`src/rtl/lj_rx_pkg.sv`:
```
package lj_rx_pkg;
  typedef enum logic {
    CH_RIGHT = 1'b0,
    CH_LEFT  = 1'b1
  } chan_e;
endpackage

```
`src/rtl/lj_rx_sync.sv`:
```
module lj_rx_sync #(
  parameter int STAGES = 2,
  parameter int WIDTH  = 1
) (
  input  logic             clk_i,
  input  logic             rst_ni,
  input  logic [WIDTH-1:0] d_i,
  output logic [WIDTH-1:0] q_o
);
  logic [WIDTH-1:0] chain_q [STAGES];

  generate
    for (genvar s = 0; s < STAGES; s++) begin : g_stage
      always_ff @(posedge clk_i or negedge rst_ni) begin
        if (!rst_ni) chain_q[s] <= '0;
        else if (s == 0) chain_q[s] <= d_i;
        else chain_q[s] <= chain_q[(s == 0) ? 0 : s-1];
      end
    end
  endgenerate

  assign q_o = chain_q[STAGES-1];
endmodule

```
`src/rtl/lj_rx_frontend.sv`:
```
module lj_rx_frontend #(
  parameter int SYNC_STAGES = 2
) (
  input  logic clk_i,
  input  logic rst_ni,
  input  logic bclk_i,
  input  logic lrclk_i,
  input  logic sdata_i,
  output logic bit_rise_o,
  output logic lr_o,
  output logic data_o
);
  logic [2:0] raw, synced;
  logic       bclk_hist_q;

  assign raw = {bclk_i, lrclk_i, sdata_i};

  lj_rx_sync #(.STAGES(SYNC_STAGES), .WIDTH(3)) u_sync (
    .clk_i  (clk_i),
    .rst_ni (rst_ni),
    .d_i    (raw),
    .q_o    (synced)
  );

  always_ff @(posedge clk_i or negedge rst_ni) begin
    if (!rst_ni) bclk_hist_q <= 1'b0;
    else         bclk_hist_q <= synced[2];
  end

  // frame clock and data share the bit clock's latency, so they line up at the edge
  assign bit_rise_o = synced[2] & ~bclk_hist_q;
  assign lr_o       = synced[1];
  assign data_o     = synced[0];
endmodule

```
`src/rtl/lj_rx_shifter.sv`:
```
module lj_rx_shifter
  import lj_rx_pkg::*;
#(
  parameter int SAMPLE_W = 24
) (
  input  logic                clk_i,
  input  logic                rst_ni,
  input  logic                bit_rise_i,
  input  logic                lr_i,
  input  logic                data_i,
  output logic                commit_o,
  output chan_e               commit_ch_o,
  output logic [SAMPLE_W-1:0] commit_word_o
);
  localparam int CNT_W = $clog2(SAMPLE_W + 1);
  localparam logic [CNT_W-1:0] CNT_FULL = CNT_W'(SAMPLE_W);

  logic [SAMPLE_W-1:0] shreg_q;
  logic [CNT_W-1:0]    cnt_q;
  chan_e               cur_ch_q;
  logic                primed_q;   // first bit edge seen, channel known
  logic                in_slot_q;  // current slot began at an observed transition
  logic                change;
  logic [SAMPLE_W-1:0] bit_vec;

  assign change  = primed_q && (chan_e'(lr_i) != cur_ch_q);
  assign bit_vec = {data_i, {(SAMPLE_W-1){1'b0}}};

  always_ff @(posedge clk_i or negedge rst_ni) begin
    if (!rst_ni) begin
      shreg_q       <= '0;
      cnt_q         <= '0;
      cur_ch_q      <= CH_RIGHT;
      primed_q      <= 1'b0;
      in_slot_q     <= 1'b0;
      commit_o      <= 1'b0;
      commit_ch_o   <= CH_RIGHT;
      commit_word_o <= '0;
    end else begin
      commit_o <= 1'b0;
      if (bit_rise_i) begin
        if (!primed_q) begin
          primed_q <= 1'b1;
          cur_ch_q <= chan_e'(lr_i);
        end else if (change) begin
          if (in_slot_q) begin
            commit_o      <= 1'b1;
            commit_ch_o   <= cur_ch_q;
            commit_word_o <= shreg_q;
          end
          in_slot_q <= 1'b1;
          cur_ch_q  <= chan_e'(lr_i);
          shreg_q   <= bit_vec;
          cnt_q     <= CNT_W'(1);
        end else if (cnt_q < CNT_FULL) begin
          shreg_q <= shreg_q | (bit_vec >> cnt_q);
          cnt_q   <= cnt_q + CNT_W'(1);
        end
      end
    end
  end
endmodule

```
`src/rtl/lj_rx_pair.sv`:
```
module lj_rx_pair
  import lj_rx_pkg::*;
#(
  parameter int SAMPLE_W = 24
) (
  input  logic                clk_i,
  input  logic                rst_ni,
  input  logic                commit_i,
  input  chan_e               commit_ch_i,
  input  logic [SAMPLE_W-1:0] commit_word_i,
  output logic [SAMPLE_W-1:0] left_o,
  output logic [SAMPLE_W-1:0] right_o,
  output logic                left_vld_o,
  output logic                right_vld_o
);
  logic [SAMPLE_W-1:0] left_buf_q;
  logic                left_have_q;

  always_ff @(posedge clk_i or negedge rst_ni) begin
    if (!rst_ni) begin
      left_buf_q  <= '0;
      left_have_q <= 1'b0;
      left_o      <= '0;
      right_o     <= '0;
      left_vld_o  <= 1'b0;
      right_vld_o <= 1'b0;
    end else begin
      left_vld_o  <= 1'b0;
      right_vld_o <= 1'b0;
      if (commit_i) begin
        if (commit_ch_i == CH_LEFT) begin
          left_buf_q  <= commit_word_i;
          left_have_q <= 1'b1;
        end else if (left_have_q) begin
          left_o      <= left_buf_q;
          right_o     <= commit_word_i;
          left_vld_o  <= 1'b1;
          right_vld_o <= 1'b1;
          left_have_q <= 1'b0;
        end
      end
    end
  end
endmodule

```
`src/rtl/lj_audio_rx.sv`:
```
module lj_audio_rx
  import lj_rx_pkg::*;
#(
  parameter int SAMPLE_W    = 24,
  parameter int SYNC_STAGES = 2
) (
  input  logic                clk_i,
  input  logic                rst_ni,
  input  logic                bclk_i,
  input  logic                lrclk_i,
  input  logic                sdata_i,
  output logic [SAMPLE_W-1:0] left_o,
  output logic [SAMPLE_W-1:0] right_o,
  output logic                left_vld_o,
  output logic                right_vld_o
);
  logic                bit_rise, lr_s, data_s, commit;
  chan_e               commit_ch;
  logic [SAMPLE_W-1:0] commit_word;

  lj_rx_frontend #(.SYNC_STAGES(SYNC_STAGES)) u_frontend (
    .clk_i      (clk_i),
    .rst_ni     (rst_ni),
    .bclk_i     (bclk_i),
    .lrclk_i    (lrclk_i),
    .sdata_i    (sdata_i),
    .bit_rise_o (bit_rise),
    .lr_o       (lr_s),
    .data_o     (data_s)
  );

  lj_rx_shifter #(.SAMPLE_W(SAMPLE_W)) u_shifter (
    .clk_i         (clk_i),
    .rst_ni        (rst_ni),
    .bit_rise_i    (bit_rise),
    .lr_i          (lr_s),
    .data_i        (data_s),
    .commit_o      (commit),
    .commit_ch_o   (commit_ch),
    .commit_word_o (commit_word)
  );

  lj_rx_pair #(.SAMPLE_W(SAMPLE_W)) u_pair (
    .clk_i         (clk_i),
    .rst_ni        (rst_ni),
    .commit_i      (commit),
    .commit_ch_i   (commit_ch),
    .commit_word_i (commit_word),
    .left_o        (left_o),
    .right_o       (right_o),
    .left_vld_o    (left_vld_o),
    .right_vld_o   (right_vld_o)
  );
endmodule

```
`config.mk`:
```
export PLATFORM = sky130hd
export DESIGN_NAME = lj_audio_rx
export DESIGN_NICKNAME = d
export VERILOG_FILES = /design/src/rtl/lj_rx_pkg.sv /design/src/rtl/lj_rx_sync.sv /design/src/rtl/lj_rx_frontend.sv /design/src/rtl/lj_rx_shifter.sv /design/src/rtl/lj_rx_pair.sv /design/src/rtl/lj_audio_rx.sv
export SDC_FILE = /design/constraint.sdc
export NUM_CORES = 1
export LEC_CHECK = 0
export ABC_AREA = 1
export ABC_CLOCK_PERIOD_IN_PS = 1630
export BUFFER_PORTS_ARGS = -buffer_cell sky130_fd_sc_hd__clkbuf_2
export CORE_MARGIN = 2
export CORE_UTILIZATION = 46
export CTS_BUF_LIST = sky130_fd_sc_hd__clkbuf_8 sky130_fd_sc_hd__clkbuf_16
export DETAILED_ROUTE_END_ITERATION = 7
export PLACE_DENSITY = 0.62
export SLEW_MARGIN = 20
export SYNTH_ARGS = -nofsm -noshare
export SYNTH_HDL_FRONTEND = slang
export SYNTH_SLANG_ARGS = --single-unit
```
`constraint.sdc`:
```
create_clock -name clk_i -period 1.63 [get_ports clk_i]
set_input_delay 0 -clock clk_i [delete_from_list [all_inputs] [get_ports clk_i]]
set_output_delay 0 -clock clk_i [all_outputs]
set_load 0.1 [all_outputs]
```
# --- Word level (Yosys, flattened, before mapping) ---
# Index checks and enable logic that the tools add are counted.
op_classes:
  addsub: 1
  order_cmp: 1
  eq_ne: 2
  shifts: 1
  muxes: 14
  n_bitwise: 4
  reduce_logical: 8
op_table:
  columns: ["operator", "count"]
  rows:
  - ["24-bit 2-to-1 mux", 2]
  - ["24-bit OR", 1]
  - ["24-bit by 5-bit right shift with 24-bit output", 1]
  - ["1-bit 2-to-1 mux", 10]
  - ["5-bit 2-to-1 mux", 2]
  - ["3-bit AND reduction", 3]
  - ["5-bit by 1-bit adder with 5-bit output (second input constant)", 1]
  - ["5-bit less-than comparator (second input constant)", 1]
  - ["2-bit AND reduction", 2]
  - ["4-bit AND reduction", 1]
  - ["2-bit != test (second input constant)", 1]
  - ["1-bit inverter", 2]
  - ["2-bit nonzero test", 1]
  - ["1-bit bitwise AND", 1]
  - ["1-bit logical AND", 1]
  - ["1-bit != test", 1]
totals:
  reg_bits: 139
  input_bits: 5
  wordCells: 47

# --- Longest topological paths before layout ---
# Gate-level depths: netlist of run 1.
depth:
  depth_word: 5
  ltp_mapped: 9
  ltp_nobuf: 8

# --- Cells and area by module ---
# Synthesis of run 1 repeated with hierarchy kept, for this count alone.
hier_totals:
  hier_cells: 629
  area_unflattened_um2: 5804.3
modules_own_cells:
  columns: ["mod", "n_inst", "cells_each", "area_each_um2", "seq_area_each_um2"]
  rows:
  - ["lj_rx_pair", 1, 326, 3027.9, 1851.8]
  - ["lj_rx_shifter", 1, 291, 2568.7, 1451.4]
  - ["lj_rx_sync", 1, 9, 172.7, 150.1]
  - ["lj_rx_frontend", 1, 3, 35.0, 25.0]

# --- Worst setup path before layout of run 1 ---
# OpenSTA, ideal clock, no wires.
synth_path:
  path_kind: "reg2out"
  startpoint: "register u_pair.left_vld_o (netlist name)"
  endpoint: "output port right_vld_o"
  arrival_ns: 1.324
  t_required_ns: 1.630
  setup_slack_ns: 0.306
  path_stages_with_launch: 2
  path_cell_list: "dfrtp_1 buf_4"
synth_rtl:
  columns: ["element", "line", "source"]
  rows:
  - ["end, declared", "lj_audio_rx.sv:15", "output logic right_vld_o"]

# --- Final worst setup path of run 1 ---
layout_path:
  startpoint: "register u_shifter.cnt_q[3]"
  endpoint: "register u_shifter.shreg_q[11]"
layout_via:
  elab_chain_len: 4
  elab_cells_between_ends: 7
  cone_classes: "1 x order compare; 1 x shift; 2 x mux; 1 x bitwise; 2 x reduce/logical"
layout_lines:
  columns: ["element", "line", "source"]
  rows:
  - ["start, declared", "lj_rx_shifter.sv:19", "logic [CNT_W-1:0] cnt_q;"]
  - ["start signal, assigned", "lj_rx_shifter.sv:57", "cnt_q <= cnt_q + CNT_W'(1);"]
  - ["24-bit by 5-bit right shift with 24-bit output", "lj_rx_shifter.sv:56", "shreg_q <= shreg_q | (bit_vec >> cnt_q);"]
  - ["24-bit OR", "lj_rx_shifter.sv:56", null]
  - ["24-bit 2-to-1 mux", "lj_rx_shifter.sv:55", "end else if (cnt_q < CNT_FULL) begin"]
  - ["24-bit 2-to-1 mux", "lj_rx_shifter.sv:45", "end else if (change) begin"]
  - ["end signal, assigned", "lj_rx_shifter.sv:53", "shreg_q <= bit_vec;"]
  - ["end signal, assigned", "lj_rx_shifter.sv:56", null]
  - ["end, declared", "lj_rx_shifter.sv:18", "logic [SAMPLE_W-1:0] shreg_q;"]
# Parallel ways exist; a longest one is shown, timed or not. The select of a mux whose other input is x is not followed.
# A chain may end at the register's enable or synchronous reset.

==> run_results.csv, run 1 <==
group,metric,value,unit
clock_tree,htreeDepth,4,
clock_tree,cts_made_buffers,17,
detailed_routing,postRouteAntennaNets,0,
hold_path,hold_class,"in -> reg",
worst_setup_path,setup.worst_path.class,"reg -> reg",
synth,yosysWarnings,0,
worst_setup_path,max_stage_delay,0.53,ns
sta,setup_viol,0,
sta,tns,0,ns
sta,fin_ws,0.151,ns
detailed_routing,drt_iter0_markers,291,
sta,slew_viol_final,0,
synth,synth_compound_area_share,10.8,%
finish,nFillCells,1019,
sta,hold_violations,0,
die,die-width,113,microns
global_routing,antenna_found_initial,0,
clock_tree,path_clk_slew,0.05,ns
pwr,peakVddDrop,1.39,mV
finish,fin_cells,767,
pwr,p_leak,3.16,nW
die,die_y,113,microns
sta,finalCritPeriodShare,90.8,%
worst_setup_path,slowest_stage,"dfrtp_1",
worst_setup_path,cp_num_buf_inv,1,
synth,syn_area,5420,sq um
sta,rsz0062_at_grt,"true",
pwr,power,8.05,mW
worst_setup_path,worstPathArrival,1.81,ns
global_routing,grt_pass1_wl,17200,microns
synth,ys_ff_latch,139,
sta,hold_slack,0.238,ns
finish,n_antenna_cell,0,
placed_design,dpl_cell_area,5810,sq um
clock_tree,cts_tree,"yes",
detailed_routing,wl,9720,microns
finish,area_growth,17.5,%
finish,utilization,55.5,%
global_routing,grtUsageMet2,23.0,%
finish,drive_above_1_share,17.9,%
detailed_routing,drc,0,
global_routing,grt.total_usage,17.1,%
global_routing,grt_max_degree,140,
detailed_routing,dr.pass1.iters,4,
finish,layout.nets,621,
pwr,power_density,1260,nW/um^2
clock_tree,clk_latency,0.41,ns
clock_tree,cts_buffer_depth,2,
synth,syn_avg_cell_area,9.71,sq um
pwr,power.share.clock,41.0,%
detailed_routing,vias,3718,
clock_tree,clockRootBuffer,"clkbuf_16",
die,coreArea,11500,sq um
worst_setup_path,worstPathMaxFanout,10,
pwr,p_seq_share,47.2,%
placed_design,preCtsSetupSlack,0.173,ns
run,max_cap_viol_count,0,
sta,clock_skew,0.00543,ns
die,start_util,47.2,%
global_routing,gr-total-overflow,0,
synth,synth-xor-area-share,0.162,%
placed_design,place_inst,735,
global_routing,use_met1,25.6,%
worst_setup_path,endpoint_kind,"flip-flop",
worst_setup_path,crit_family,"simple AND/OR/NAND/NOR gates",
synth,syn_inst,558,
global_routing,use_met3,4.37,%
worst_setup_path,critPathRequiredTime,1.96,ns
sta,tightest_slew,0.729,ns
synth,synthSimpleGateAreaFrac,17.0,%
clock_tree,postCtsSetupBuffers,0,
worst_setup_path,start_kind,"flip-flop",
synth,syn_nets,564,
synth,synthMuxAreaShare,0,%
synth,synth.distinct_cells,27,
detailed_routing,post_drt_wl_per_cell,12.7,microns
sta,slew-limit-headroom,51.4,%
die,num_rows,39,
pwr,p_comb_share,11.8,%
placed_design,io_buffers,54,
synth,yosysSeqAreaShare,64.2,%
global_routing,busiest_layer,"met1",
pwr,p_int,5.89,mW
placed_design,dpl.hpwl,6410,microns
global_routing,first_global_vias,3566,
sta,fin_crit,1.48,ns
detailed_routing,via_per_inst,4.85,
placed_design,place.gp.congestion,0.934,
outcome,status,"finished, final reports clean",
synth,synth_top_family_by_area,"simple AND/OR/NAND/NOR gates",
die,ioPinCount,55,
worst_setup_path,cp_cell_sequence,"inv_2 > nor3_2 > nand3_1 > a21oi_1",
pwr,p_sw_share,26.8,%
pwr,p_sw,2.15,mW
die,die_area,12700,sq um
synth,synth_adder_area_share,0.231,%
finish,final_area,6360,sq um
clock_tree,clock_sinks,139,
sta,max_freq,676,MHz
-- power by group through the flow --
stage / registers [mW] / logic [mW] / clock network [mW]
floorplan: 4.10 / 0.456 / 0
global placement: 3.84 / 0.931 / 0
detailed placement: 3.85 / 0.950 / 0
CTS: 3.79 / 0.960 / 3.39
global route: 3.82 / 1.05 / 3.54
finish: 3.80 / 0.949 / 3.30
-- flip-flops by register name (all words and copies together) (netlist names) --
name                       cells
u_pair.left_o                 24
u_frontend.u_sync.q_o          3
u_frontend.u_sync.chain_q      3
u_shifter.primed_q             1
u_shifter.cnt_q                5
u_shifter.commit_ch_o          1
u_shifter.commit_word_o       24
u_shifter.in_slot_q            1
u_shifter.shreg_q             24
u_frontend.bclk_hist_q         1
u_shifter.commit_o             1
u_pair.right_o                24
u_pair.left_vld_o              1
u_shifter.cur_ch_q             1
u_pair.left_buf_q             24
u_pair.left_have_q             1
-- worst register-to-register path, stage by stage (launching register included) --
cell     delay [ns]
dfrtp_1        0.53
inv_2          0.11
nor3_2         0.44
nand3_1        0.17
a21oi_1        0.15
-- repair_timing --
action | in CTS | in global routing
resized for setup | 0 | 0
hold buffers | 4 | 0
endpoints found under the setup margin | 0 | 1
hold endpoints to repair | 142 | 0
-- kinds of logic after synthesis --
family          after synthesis
xor+xnor                      1
buf+inv                      94
compound gates              105
flops                       139
fa+ha+maj                     1
simple gates                218
-- synth_stat cells --
library cell / n / share of area (%)
nor4_1: 4 / 0.46
nand3_1: 13 / 1.2
nor3_2: 1 / 0.18
nand2_4: 2 / 0.42
nand4_1: 1 / 0.12
xor2_1: 1 / 0.16
buf_4: 2 / 0.28
o21ai_0: 43 / 4.0
a21oi_4: 1 / 0.30
nand2_1: 173 / 12
o21ai_1: 23 / 2.1
inv_2: 4 / 0.28
o21ai_2: 13 / 2.1
a21oi_1: 25 / 2.3
ha_1: 1 / 0.23
or2_2: 1 / 0.12
clkbuf_1: 7 / 0.49
nor2_8: 1 / 0.37
buf_2: 13 / 1.2
dfrtp_1: 139 / 64
nor2_1: 13 / 0.90
nand2_2: 2 / 0.23
inv_1: 63 / 4.4
nor3_4: 1 / 0.30
nor2_4: 1 / 0.21
nor3_1: 5 / 0.46
buf_6: 5 / 1.0
-- area by class of cell --
class                           instances  area, sq um  share of cell area [%]
Tap cell                              143          179                    2.81
Clock buffer                           21          480                    7.55
Inverter                               67          251                    3.95
Sequential cell                       139         3480                    54.7
Timing Repair Buffer                   65          419                    6.59
Clock inverter                          7         30.0                   0.472
Multi-Input combinational cell        325         1530                    24.0
-- path summary, 6_finish.rpt --
path,cells past startpoint,end,from,slack (ns)
max,4,u_shifter.shreg_q[11],u_shifter.cnt_q[3],0.15
min,2,u_frontend.u_sync.chain_q[3],sdata_i,0.24
max reg2reg,4,u_shifter.shreg_q[11],u_shifter.cnt_q[3],0.15
min reg2reg,0,u_frontend.u_sync.q_o[2],u_frontend.u_sync.chain_q[5],0.35
max in group asynchronous,3,u_shifter.commit_word_o[7],rst_ni,0.83
min in group asynchronous,3,u_pair.left_o[20],rst_ni,0.25
-- cell usage in the layout, fill, tap and decap left out, types with 5 or more instances in the layout --
master	netlist	final
clkbuf_16	0	17
nor2_1	13	13
o21ai_2	13	13
o21ai_1	23	23
nor3_1	5	5
a21oi_1	25	25
dfrtp_1	139	139
inv_1	63	67
clkbuf_2	0	53
nand2_1	173	173
o21ai_0	43	43
nand3_1	13	13
-- routing by layer --
| metal | vias up | wire (microns) |
|---|---|---|
| li1 | 1865 | - |
| met3 | 20 | 376 |
| met5 | - | 0 |
| met4 | 0 | 233 |
| met2 | 74 | 4160 |
| met1 | 1759 | 4950 |
(Power assumes the default switching activity.)
==> run 2: changes to the inputs <==
CORE_ASPECT_RATIO = 0.5   (was not set)
CTS_BUF_LIST = sky130_fd_sc_hd__clkbuf_16   (was sky130_fd_sc_hd__clkbuf_8 sky130_fd_sc_hd__clkbuf_16)
==> run_results.csv, run 2 (synthesis results as in run 1) <==
group,metric,value,unit
global_routing,first_global_vias,3644,
die,coreArea,11200,sq um
pwr,peakVddDrop,0.645,mV
worst_setup_path,endpoint_kind,"flip-flop",
sta,hold_slack,0.0641,ns
detailed_routing,dr.pass1.iters,4,
clock_tree,cts_buffer_depth,2,
placed_design,io_buffers,54,
worst_setup_path,crit_path_start,"u_shifter.cnt_q[1]",
sta,rsz0062_at_grt,"false",
run,max_cap_viol_count,0,
worst_setup_path,rrSetupSlack,0.16,ns
worst_setup_path,start_kind,"flip-flop",
detailed_routing,post_drt_wl_per_cell,13.6,microns
detailed_routing,drt_iter0_markers,238,
sta,max_freq,681,MHz
placed_design,preCtsSetupSlack,0.146,ns
die,start_util,48.3,%
finish,utilization,58.2,%
pwr,power_density,1310,nW/um^2
clock_tree,cts_made_buffers,17,
worst_setup_path,worstPathArrival,1.80,ns
detailed_routing,vias,3700,
die,die_area,12700,sq um
sta,setup_viol,0,
finish,area_growth,20.5,%
worst_setup_path,setup.worst_path.class,"reg -> reg",
clock_tree,clock_sinks,139,
finish,n_antenna_cell,0,
global_routing,grt_max_degree,53,
global_routing,grt_pass1_wl,18500,microns
placed_design,dpl.hpwl,7130,microns
worst_setup_path,worstReg2RegStart,"u_shifter.cnt_q[1]",
worst_setup_path,critPathRequiredTime,1.97,ns
detailed_routing,drc,0,
detailed_routing,via_per_inst,4.66,
sta,fin_crit,1.47,ns
clock_tree,htreeDepth,4,
sta,tns,0,ns
global_routing,antenna_found_initial,0,
finish,drive_above_1_share,20.0,%
sta,hold_violations,0,
finish,layout.nets,628,
worst_setup_path,worstPathMaxFanout,12,
die,ioPinCount,55,
placed_design,place.gp.congestion,0.814,
die,num_rows,27,
sta,slew_viol_final,0,
sta,clock_skew,0.00956,ns
finish,final_common_cell,"nand2_1",
sta,tightest_slew,0.554,ns
detailed_routing,postRouteAntennaNets,0,
clock_tree,clk_latency,0.41,ns
sta,finalCritPeriodShare,90.1,%
global_routing,grt.total_usage,19.1,%
hold_path,hold_class,"in -> async",
clock_tree,path_clk_slew,0.06,ns
global_routing,gr-total-overflow,0,
pwr,p_leak,3.20,nW
sta,slew-limit-headroom,63.3,%
die,die_y,80.7,microns
sta,fin_ws,0.161,ns
die,die-width,157,microns
outcome,status,"finished, final reports clean",
detailed_routing,wl,10800,microns
clock_tree,clockRootBuffer,"clkbuf_16",
finish,mostFrequentLayoutCells,"nand2_1, dfrtp_1, inv_1, clkbuf_2, o21ai_0",
clock_tree,cts_tree,"yes",
[run 2: changes by cell type in the layout (fill, tap and decap cells not counted), moves of 3 or more]
cell / change
inv_1: -4
buf_4: +6
clkbuf_8: -4
clkinv_4: +3
clkinvlp_4: +4
clkinv_2: -3
inv_6: +3
inv_8: +4
[run 2: layout make-up]
cell class	count	area, sq um
inverter	67	251
clock buffer	17	425
fill	1004	4690
tap	159	199
timing repair buffer	72	484
sequential	139	3480
clock inverter	15	158
multi-input combinational	325	1530
[run 2: repair_timing]
action | in CTS | in global routing
resized for setup | 0 | 1
hold endpoints to repair | 142 | 0
buffers inserted | 0 | 3
endpoints found under the setup margin | 0 | 7
hold buffers | 4 | 0
[run 2: layer usage]
| layer | wire length [microns] | vias up | share of wire [%] | GRT usage, % |
|---|---|---|---|---|
| met5 | 0 | - | 0 | 0 |
| met4 | 73 | 0 | 0.68 | 6.27 |
| li1 | - | 1887 | - | - |
| met3 | 413 | 6 | 3.8 | 4.91 |
| met1 | 5970 | 1743 | 55 | 29.6 |
| met2 | 4330 | 64 | 40 | 26.0 |
[run 2: worst max-delay path, stage by stage, from the launching register on]
cell     delay, ns
dfrtp_1       0.57
inv_1         0.15
nor4_1        0.40
nand2_1       0.13
a21oi_1       0.14
[run 2: path summary, 6_finish.rpt]
kind,cells after the start,endpoint
min in group clk_i,2,u_frontend.u_sync.chain_q[5]
worst min-delay path,2,u_frontend.bclk_hist_q
max in group asynchronous,3,u_pair.right_o[0]
worst max register to register,4,u_shifter.shreg_q[20]
worst max-delay path,4,u_shifter.shreg_q[20]
worst min register to register,0,u_frontend.u_sync.q_o[1]
[run 2: metrics by stage]
step / instance area [sq um] / cells / power, mW
finish: 6530 / 794 / 8.57
global route: 6530 / 794 / 8.93
CTS: 6490 / 791 / 8.64
detailed placement: 5860 / 755 / 4.84
global placement: 5860 / 755 / 4.81
floorplan: 5420 / 558 / 4.56
[run 2: report_power, final]
group	internal, mW	switching [mW]	total (mW)
logic	0.225	0.773	0.998
clock network	2.16	1.61	3.77
registers	3.65	0.150	3.80
==> run 3: changes to the inputs <==
CELL_PAD_IN_SITES_DETAIL_PLACEMENT = 1   (was not set)
CELL_PAD_IN_SITES_GLOBAL_PLACEMENT = 1   (was not set)
CORE_UTILIZATION = 45   (was 46)
PLACE_DENSITY = 0.75   (was 0.62)
SLEW_MARGIN = 40   (was 20)
==> run_results.csv, run 3 (synthesis results as in run 1) <==
group,metric,value,unit
sta,slew_viol_final,0,
finish,regArea,3480,sq um
finish,mostFrequentLayoutCells,"nand2_1, dfrtp_1, inv_1, clkbuf_2, o21ai_0",
finish,final_area,6540,sq um
detailed_routing,wl,13300,microns
pwr,p_sw,2.55,mW
pwr,p_seq_share,43.7,%
sta,max_freq,680,MHz
die,num_rows,28,
finish,n_antenna_cell,0,
sta,rsz0062_at_grt,"false",
worst_setup_path,cp_num_buf_inv,0,
detailed_routing,via_per_inst,4.91,
clock_tree,path_clk_slew,0.06,ns
detailed_routing,drt_iter0_markers,220,
sta,tns,0,ns
pwr,p_comb_share,11.8,%
placed_design,io_buffers,54,
global_routing,antenna_found_initial,0,
finish,layout.nets,628,
worst_setup_path,crit_family,"simple AND/OR/NAND/NOR gates",
sta,slew-limit-headroom,62.9,%
worst_setup_path,cp_cell_sequence,"nor2_4 > nand2_4 > nor2_1 > nand2_1 > a21oi_1",
outcome,status,"finished, final reports clean",
finish,drive_above_1_share,20.0,%
global_routing,gr-total-overflow,0,
detailed_routing,vias,3930,
hold_path,hold_class,"in -> async",
global_routing,grt_max_degree,51,
clock_tree,htreeDepth,4,
worst_setup_path,critPathRequiredTime,1.97,ns
worst_setup_path,worstPathArrival,1.81,ns
pwr,p_sw_share,29.3,%
sta,tightest_slew,0.554,ns
sta,finalCritPeriodShare,90.3,%
die,die-width,159,microns
die,coreArea,11800,sq um
placed_design,preCtsSetupSlack,0.144,ns
clock_tree,cts_made_buffers,17,
die,start_util,46.0,%
finish,multiInputGateArea,1530,sq um
sta,clock_skew,0.0158,ns
worst_setup_path,worstPathMaxFanout,7,
worst_setup_path,endpoint_kind,"flip-flop",
worst_setup_path,slowest_stage,"nor2_1",
worst_setup_path,setup.worst_path.class,"reg -> reg",
clock_tree,cts_tree,"yes",
clock_tree,clk_latency,0.43,ns
worst_setup_path,start_kind,"flip-flop",
run,max_cap_viol_count,0,
die,die_area,13000,sq um
detailed_routing,post_drt_wl_per_cell,16.6,microns
finish,final_common_cell,"nand2_1",
pwr,power,8.70,mW
sta,fin_ws,0.159,ns
clock_tree,post_cts_resized,0,
pwr,peakVddDrop,0.673,mV
global_routing,grt_pass1_wl,21600,microns
pwr,power_density,1330,nW/um^2
finish,nFillCells,1362,
pwr,power.share.clock,44.6,%
die,ioPinCount,55,
clock_tree,clock_sinks,139,
global_routing,first_global_vias,4018,
placed_design,place.gp.congestion,0.843,
placed_design,dpl.hpwl,8260,microns
detailed_routing,postRouteAntennaNets,0,
detailed_routing,drc,0,
global_routing,grt.total_usage,21.9,%
worst_setup_path,max_stage_delay,0.45,ns
detailed_routing,dr.pass1.iters,4,
die,die_y,81.6,microns
sta,setup_viol,0,
finish,area_growth,20.6,%
pwr,p_leak,3.21,nW
clock_tree,cts_buffer_depth,2,
sta,hold_violations,0,
placed_design,dpl_cell_area,5890,sq um
sta,fin_crit,1.47,ns
clock_tree,clockRootBuffer,"clkbuf_16",
pwr,p_int,6.15,mW
run 3: cell type report:
class                   instances  area share, %
clock buffers                  17           6.51
clock inverters                15           2.51
inverters                      67           3.85
multi-input cells             325           23.3
flip-flops and latches        139           53.2
well taps                     165           3.16
repair buffers                 72           7.41
run 3: worst paths after layout:
| check | from | end | slack, ns | cells past startpoint |
|---|---|---|---|---|
| max in group asynchronous | rst_ni | u_pair.left_have_q | 0.97 | 3 |
| worst max-delay path | u_frontend.bclk_hist_q | u_shifter.shreg_q[20] | 0.16 | 5 |
| worst max register to register | u_frontend.bclk_hist_q | u_shifter.shreg_q[20] | 0.16 | 5 |
| worst min-delay path | rst_ni | u_frontend.u_sync.q_o[2] | 0.06 | 2 |
| min in group clk_i | lrclk_i | u_frontend.u_sync.chain_q[4] | 0.23 | 2 |
| worst min register to register | u_frontend.u_sync.chain_q[3] | u_frontend.u_sync.q_o[0] | 0.35 | 0 |
run 3: timing repair:
item                                    4_1_cts  5_1_grt
hold buffers                                  4        0
endpoints found under the setup margin        0        2
setup buffers                                 0        1
endpoints found under the hold margin       142        0
run 3: worst reg2reg max path, cell delays in order, from the launching register on:
cell and delay (ns):
dfrtp_1 0.39, nor2_4 0.16, nand2_4 0.11, nor2_1 0.45
nand2_1 0.15, a21oi_1 0.14
run 3: power groups by stage:
stage	Clock, mW	Combinational [mW]	Sequential [mW]
3_3_place_gp	0	0.982	3.84
3_5_place_dp	0	1.01	3.86
2_1_floorplan	0	0.456	4.10
5_1_grt	4.09	1.11	3.82
6_report	3.88	1.02	3.80
4_1_cts	3.95	1.03	3.80
run 3: routing by layer:
layer / vias up / GRT usage, % / part of all wire (%)
li1: 1881 / - / -
met1: 1980 / 30.5 / 48
met2: 62 / 34.4 / 47
met3: 7 / 5.66 / 4.2
met4: 0 / 6.18 / 0.51
met5: - / 0 / 0
run 3: through the flow:
step | utilization [%] | instances | hold WS [ns]
global placement | 50.0 | 763 | -0.0732
floorplan | - | 558 | -0.296
CTS | 55.3 | 799 | 0.0567
detailed placement | 50.0 | 763 | -0.0659
finish | 55.5 | 800 | 0.0603
global route | 55.5 | 800 | 0.0864
